**src/rtl/irq_pkg.sv**
```systemverilog
package irq_pkg;
  localparam int unsigned STAT_W   = 32;
  localparam int unsigned NUM_Q    = 4;
  localparam int unsigned B_RXDESC = 1;
  localparam int unsigned B_EARLY  = 3;
  localparam int unsigned B_RXIDLE = 4;
  localparam int unsigned B_TXDESC = 7;
  localparam int unsigned B_TXIDLE = 9;
  localparam int unsigned B_SUM    = 15;
  localparam int unsigned B_SUM_LO = 16;
  localparam int unsigned B_SUM_HI = 22;
  localparam int unsigned B_RXQ_LO = 23;
  localparam int unsigned B_RSV_LO = 27;

  // bits taken straight from evt_i
  function automatic logic [STAT_W-1:0] direct_mask();
    logic [STAT_W-1:0] m;
    for (int i = 0; i < int'(STAT_W); i++)
      m[i] = (i < int'(B_RSV_LO)) && (i != int'(B_EARLY)) && (i != int'(B_RXIDLE))
             && (i != int'(B_TXIDLE)) && (i != int'(B_SUM));
    return m;
  endfunction
endpackage

```
**src/rtl/irq_edge_det.sv**
```systemverilog
module irq_edge_det #(
  parameter logic RST_LVL = 1'b1
) (
  input  logic clk_i,
  input  logic rst_ni,
  input  logic lvl_i,
  output logic rise_o
);
  logic prev_q;

  always_ff @(posedge clk_i or negedge rst_ni)
    if (!rst_ni) prev_q <= RST_LVL;
    else         prev_q <= lvl_i;

  assign rise_o = lvl_i & ~prev_q;


  no_double_rise_chk: assert property (@(posedge clk_i) disable iff (!rst_ni)
    rise_o |=> !rise_o);
endmodule

```
**src/rtl/irq_early_gate.sv**
```systemverilog
module irq_early_gate (
  input  logic clk_i,
  input  logic rst_ni,
  input  logic start_i,
  input  logic hit_i,
  output logic fire_o
);
  logic armed_q;

  // a start in the same cycle re-arms before the hit is judged
  assign fire_o = hit_i & (armed_q | start_i);

  always_ff @(posedge clk_i or negedge rst_ni)
    if (!rst_ni)      armed_q <= 1'b1;
    else if (fire_o)  armed_q <= 1'b0;
    else if (start_i) armed_q <= 1'b1;


  once_per_pkt_chk: assert property (@(posedge clk_i) disable iff (!rst_ni)
    fire_o |=> (!fire_o || start_i));
endmodule

```
**src/rtl/irq_sticky_bank.sv**
```systemverilog
module irq_sticky_bank #(
  parameter int unsigned W = 32
) (
  input  logic         clk_i,
  input  logic         rst_ni,
  input  logic [W-1:0] set_i,
  input  logic         clr_i,
  output logic [W-1:0] stat_o
);
  logic [W-1:0] stat_q;

  always_ff @(posedge clk_i or negedge rst_ni)
    if (!rst_ni) stat_q <= '0;
    else         stat_q <= (clr_i ? '0 : stat_q) | set_i;

  assign stat_o = stat_q;


  sticky_hold_chk: assert property (@(posedge clk_i) disable iff (!rst_ni)
    !clr_i |=> ((stat_q & $past(stat_q)) == $past(stat_q)));

  read_clear_chk: assert property (@(posedge clk_i) disable iff (!rst_ni)
    (clr_i && set_i == '0) |=> stat_q == '0);

  no_lost_evt_chk: assert property (@(posedge clk_i) disable iff (!rst_ni)
    clr_i |=> ((stat_q & $past(set_i)) == $past(set_i)));
endmodule

```
**src/rtl/irq_status_reg.sv**
```systemverilog
module irq_status_reg
  import irq_pkg::*;
#(
  parameter int unsigned NUM_Q = irq_pkg::NUM_Q
) (
  input  logic              clk_i,
  input  logic              rst_ni,
  input  logic [31:0]       evt_i,
  input  logic [NUM_Q-1:0]  tx_qdesc_i,
  input  logic              rx_idle_i,
  input  logic              tx_idle_i,
  input  logic              rx_early_i,
  input  logic              pkt_start_i,
  input  logic              prio_en_i,
  input  logic              rd_i,
  input  logic              mask_wr_i,
  input  logic [31:0]       mask_i,
  output logic [31:0]       stat_o,
  output logic              irq_o
);
  localparam logic [STAT_W-1:0] DIRECT = direct_mask();

  logic              rx_rise, tx_rise, early_fire;
  logic [STAT_W-1:0] set_v, held, mask_q;

  irq_edge_det #(.RST_LVL(1'b1)) i_rx_edge (
    .clk_i, .rst_ni, .lvl_i(rx_idle_i), .rise_o(rx_rise));
  irq_edge_det #(.RST_LVL(1'b1)) i_tx_edge (
    .clk_i, .rst_ni, .lvl_i(tx_idle_i), .rise_o(tx_rise));

  irq_early_gate i_early (
    .clk_i, .rst_ni, .start_i(pkt_start_i), .hit_i(rx_early_i), .fire_o(early_fire));

  always_comb begin
    set_v           = evt_i & DIRECT;
    set_v[B_EARLY]  = early_fire;
    set_v[B_RXIDLE] = rx_rise;
    set_v[B_TXIDLE] = tx_rise;
    set_v[B_RXDESC] = evt_i[B_RXDESC] | (prio_en_i & (|evt_i[B_RXQ_LO +: NUM_Q]));
    set_v[B_TXDESC] = evt_i[B_TXDESC] | (prio_en_i & (|tx_qdesc_i));
  end

  irq_sticky_bank #(.W(STAT_W)) i_bank (
    .clk_i, .rst_ni, .set_i(set_v), .clr_i(rd_i), .stat_o(held));

  // summary bit is derived from the error group, never stored
  always_comb begin
    stat_o        = held;
    stat_o[B_SUM] = |held[B_SUM_HI:B_SUM_LO];
  end

  always_ff @(posedge clk_i or negedge rst_ni)
    if (!rst_ni)        mask_q <= '0;
    else if (mask_wr_i) mask_q <= mask_i;

  assign irq_o = |(stat_o & mask_q);


  rsv_zero_chk: assert property (@(posedge clk_i) disable iff (!rst_ni)
    stat_o[STAT_W-1:B_RSV_LO] == '0);

  mask_gate_chk: assert property (@(posedge clk_i) disable iff (!rst_ni)
    (mask_q == '0) |-> !irq_o);

  irq_clear_chk: assert property (@(posedge clk_i) disable iff (!rst_ni)
    (rd_i && set_v == '0) |=> !irq_o);
endmodule

```
**config.mk**
```make
export PLATFORM = sky130hd
export DESIGN_NAME = irq_status_reg
export DESIGN_NICKNAME = d
export VERILOG_FILES = /design/src/rtl/irq_pkg.sv /design/src/rtl/irq_edge_det.sv /design/src/rtl/irq_early_gate.sv /design/src/rtl/irq_sticky_bank.sv /design/src/rtl/irq_status_reg.sv
export SDC_FILE = /design/constraint.sdc
export NUM_CORES = 1
export LEC_CHECK = 0
export BUFFER_PORTS_ARGS = -buffer_cell sky130_fd_sc_hd__buf_4
export CAP_MARGIN = 20
export CORE_MARGIN = 2
export CORE_UTILIZATION = 50
export CTS_BUF_LIST = sky130_fd_sc_hd__clkbuf_2
export DETAILED_ROUTE_END_ITERATION = 8
export PLACE_DENSITY = 0.9
export SLEW_MARGIN = 20
export SYNTH_ARGS = -nofsm -noshare
export SYNTH_HDL_FRONTEND = slang
export SYNTH_SLANG_ARGS = --single-unit
```
**constraint.sdc**
```tcl
create_clock -name clk_i -period 2.2 [get_ports clk_i]
set_input_delay 0.33 -clock clk_i [delete_from_list [all_inputs] [get_ports clk_i]]
set_output_delay 0.33 -clock clk_i [all_outputs]
set_load 0.01 [all_outputs]
```
# After elaboration in Yosys (flattened, before gate mapping)
# Index checks and enable logic that the tools add are counted.
# totals
ramBits	0
reg_bits	67
in_bits	77
out_inout_bits	33
mem_bits_ro	0
mem_count	0
latchBits	0
elab_cells	25
# op_classes
reduce_logical	5
shift	0
div_mod_pow	0
mul	0
add_sub_neg	0
n_mux	3
magnitude_cmp	0
n_eq_ne	0
n_bitwise	12
# ops
operator	count
bitwise AND 32 bit	1
2-to-1 mux 32 bit	1
bitwise OR 32 x 27 -> 32 bit	1
OR reduction 32 bit	1
OR reduction 4 bit	2
OR reduction 7 bit	1
bitwise AND 1 bit	5
bitwise OR 1 bit	3
2-to-1 mux 1 bit	2
NOT 1 bit	2
nonzero test 2 bit	1

# Logic depth before layout (Yosys ltp)
# depth
depth_word	4
depth_mapped	4
ltp_nobuf	4

# Hierarchy
# From an unflattened synthesis, not the netlist that was laid out.
# hier_totals
cells_unflattened	169
area_unflattened_um2	2606.2
# by_module_without_submodules
mod	area_each_um2	cells_each	n_inst	seq_area_each_um2
irq_status_reg	1401.3	94	1	800.8
irq_sticky_bank	1081.0	68	1	800.8
irq_edge_det	40.0	2	2	26.3
irq_early_gate	43.8	3	1	26.3

# Worst setup path after synthesis
# OpenSTA, ideal clock, no wires.
# synth_path
kind	register to output
from	register i_bank.stat_q[19], in the netlist i_bank.stat_o[19]
to	output port irq_o
t_arrival_ns	1.233
path_slack_ns	0.637
path_buffers	0
required_time_ns	1.870
stages_incl_launch_ff	5
cell_sequence	dfrtp_1 nor4_1 nand2_1 a211oi_1 nand4_1
# synth_via
elab_chain_len	3
# synth_lines
element	line_no	text
start, declared	irq_sticky_bank.sv:10	logic [W-1:0] stat_q;
start signal, assigned	irq_sticky_bank.sv:14	else stat_q <= (clr_i ? '0 : stat_q) | set_i;
OR reduction 7 bit	irq_status_reg.sv:49	stat_o[B_SUM] = |held[B_SUM_HI:B_SUM_LO];
net stat_o[15]	irq_status_reg.sv:18	output logic [31:0] stat_o,
bitwise AND 32 bit	irq_status_reg.sv:56	assign irq_o = |(stat_o & mask_q);
OR reduction 32 bit	irq_status_reg.sv:56	
end, declared	irq_status_reg.sv:19	output logic irq_o
# The timed path passes the listed nets, and every way through them passes these cells.

# Worst setup path in the final report
# layout_path
from	register i_bank.stat_q[16], in the netlist i_bank.stat_o[16]
to	output port irq_o
# layout_via
elab_chain_len	3
# layout_lines
element	line_no
OR reduction 7 bit	irq_status_reg.sv:49
bitwise AND 32 bit (*)	irq_status_reg.sv:56
OR reduction 32 bit (*)	irq_status_reg.sv:56
# Mark *: on every way between the ends. The rest lies on a longest branch, timed or not.

==> results.py <==
metrics = {
    "final_layout": {
        "postLayoutCellArea_um2": 3090,
        "antenna_cells": 0,
        "area_growth_pct": 43.1,
        "drive_gt1_share_pct": 53.1,
        "final_nets": 338,
    },
    "clock_network": {
        "path_clk_slew_ns": 0.26,
        "clock-root-buffer": "clkbuf_2",
        "cts_buffers": 5,
        "htree_num_levels": 2,
        "clock_sinks": 56,
        "cts_tree": "yes",
        "clk_latency_ns": 0.43,
        "clockBufferDepth": 2,
    },
    "logic_synthesis": {
        "synth_fa_ha_area_share_pct": 0,
        "synth_seq_cells": 56,
        "synth_compound_area_share_pct": 15.1,
        "synth_top_family_by_area": "compound AO/OA/AOI/OAI gates",
        "synthCells": 150,
        "yosys.area_share.simple_pct": 2.20,
        "yosysUniqueCellTypes": 24,
        "ys_warn_count": 0,
        "muxShareOfSynthArea_pct": 14.1,
        "seq_area_frac_synth_pct": 65.0,
        "synthXorXnorAreaFrac_pct": 0,
        "synthDominantCellAreaShare_pct": 61.4,
        "yosys.area.top_type": "dfrtp_1",
        "avgSynthCellArea_um2": 14.4,
        "synthTopCellsByArea": "dfrtp_1, mux2_2, a21o_1",
        "syn_area_um2": 2160,
    },
    "routing": {
        "wl_per_cell_um": 16.8,
        "wl_um": 5260,
        "drtAntennaViolNets": 0,
        "vias_per_cell": 5.27,
        "first_iter_violations": 67,
        "vias": 1643,
        "drtPass1Iterations": 4,
        "drc_errors": 0,
    },
    "die": {
        "dieWidth_um": 69.7,
        "rows": 23,
        "initial_core_util_pct": 52.9,
        "die_h_um": 69.7,
        "io_pins": 110,
        "core_area_um2": 4090,
        "fp.dieArea_um2": 4860,
    },
    "critical_path": {
        "cp_max_fo": 2,
        "crit_arrival_ns": 1.80,
        "worstPathRequired_ns": 1.87,
        "startpoint_type": "register",
        "setup.worst_path.class": "register to output pin",
        "cp-end-kind": "output pin",
        "r2r_slack_ns": 1.24,
    },
    "timing": {
        "layout_setup_ws_ns": 0.0702,
        "finalHoldViolCount": 0,
        "slew-limit-headroom_pct": 54.4,
        "worstMarginPinSlew_ns": 0.684,
        "whs_ns": 0.0484,
        "period_minus_slack_ns": 2.13,
        "timing.final.crit_share_pct": 96.8,
        "grt_setup_unrepaired": "true",
        "clock_skew_ns": 0.000607,
        "setup_violations": 0,
        "fmax_mhz": 470,
        "finalMaxSlewViolations": 0,
    },
    "job": {
        "drv_cap": 0,
    },
    "global_routing": {
        "grt_pass1_vias": 1681,
        "grt_max_degree": 57,
        "grt_overflow": 0,
        "antenna_found_initial": 0,
        "grt_pass1_wl_um": 8310,
        "track_usage_pct": 22.1,
    },
    "worst_hold_path": {
        "hold_class": "input port to register",
    },
    "power": {
        "p_per_area_nw_per_um2": 618,
        "power_leakage_nw": 1.49,
        "ir_drop_mv": 0.500,
    },
    "run_status": {
        "status": "completed",
    },
    "placed_design": {
        "hpwl_um": 3820,
        "dp_slack_ns": 0.486,
        "routabilityCongestion": 0.714,
        "io_buffers": 90,
        "post_dp_cell_area_um2": 2860,
    },
}
critical path: stages (launching register included):
cell	delay [ns]
dfrtp_1	0.46
buf_4	0.14
a22oi_1	0.18
nand3_1	0.14
a211oi_2	0.16
nand4_1	0.12
buf_4	0.17
stage by stage:
stage	TNS [ns]	power, W	instances	utilization (%)
2_1_floorplan	0	0.00133	154	-
3_3_place_gp	0	0.00150	285	70.0
3_5_place_dp	0	0.00152	285	70.0
4_1_cts	0	0.00190	298	72.5
5_1_grt	-0.0831	0.00202	312	75.7
6_report	0	0.00191	312	75.7
synthesized netlist by cell type (all sizes together):
cell     count
o41ai        2
nor4         1
buf          8
clkbuf       2
a211oi       1
nand2        3
clkinv       1
dfrtp       53
a221oi       3
conb         1
dfstp        3
nor3         1
nand3        1
nand4        2
a22oi        7
a21o        21
a21oi        2
nor2         2
mux2        27
a22o         5
o2bb2ai      1
inv          3
registers in the layout, summed over array words and instances (netlist names):
register	flops
i_early.armed_q	1
i_bank.stat_o	26
i_tx_edge.prev_q	1
i_rx_edge.prev_q	1
mask_q	27
cells by family after synthesis:
kind of cell | Yosys count
flops | 56
compound gates | 42
mux | 27
buf+inv | 14
simple gates | 10
other cells | 1
worst paths after layout:
check	depth (start not counted)	start	end
min	2	evt_i[5]	i_bank.stat_o[5]
max reg2reg	3	i_bank.stat_o[16]	i_bank.stat_o[16]
max	6	i_bank.stat_o[16]	irq_o
min reg2reg	1	i_bank.stat_o[24]	i_bank.stat_o[24]
min in group asynchronous	2	rst_ni	i_bank.stat_o[9]
max in group asynchronous	2	rst_ni	mask_q[22]
power by group:
part | switching, W | internal (W)
Sequential | 0.0000625 | 0.00112
Combinational | 0.000133 | 0.000218
Clock | 0.000301 | 0.0000792
Total | 0.000496 | 0.00142
what timing repair did:
action,4_1_cts,5_1_grt
buffers inserted,1,6
cloned,0,0
pin swaps,0,4
hold buffers,4,8
endpoints found under the setup margin,1,1
gates resized for setup,2,1
hold endpoints to repair,56,8
placed cells by master (no fill, tap or decap), types with 3 or more instances in the layout:
cell           count
a22oi_1            6
conb_1             5
a21o_1            20
dfstp_2            3
dlygate4sd3_1     12
mux2_2            27
dfrtp_1           53
nand2_1            3
a22o_1             5
inv_1              3
clkbuf_2           6
buf_4             98
a221oi_1           3
metal layers:
metal	up-vias	global-route usage [%]	wire (um)
met5	-	0	0
met4	0	7.48	89
met3	8	7.41	379
met2	63	37.2	2700
met1	801	26.9	2090
li1	771	-	-
area by class of cell:
class,instances,area [um2]
flip-flops and latches,56,1410
fillers,264,995
repair buffers,110,856
multi-input cells,84,712
well taps,50,62.6
clock buffers,6,30.0
inverters,4,15.0
clock inverters,2,11.3
Note: power is estimated with default switching activity, not from simulation.
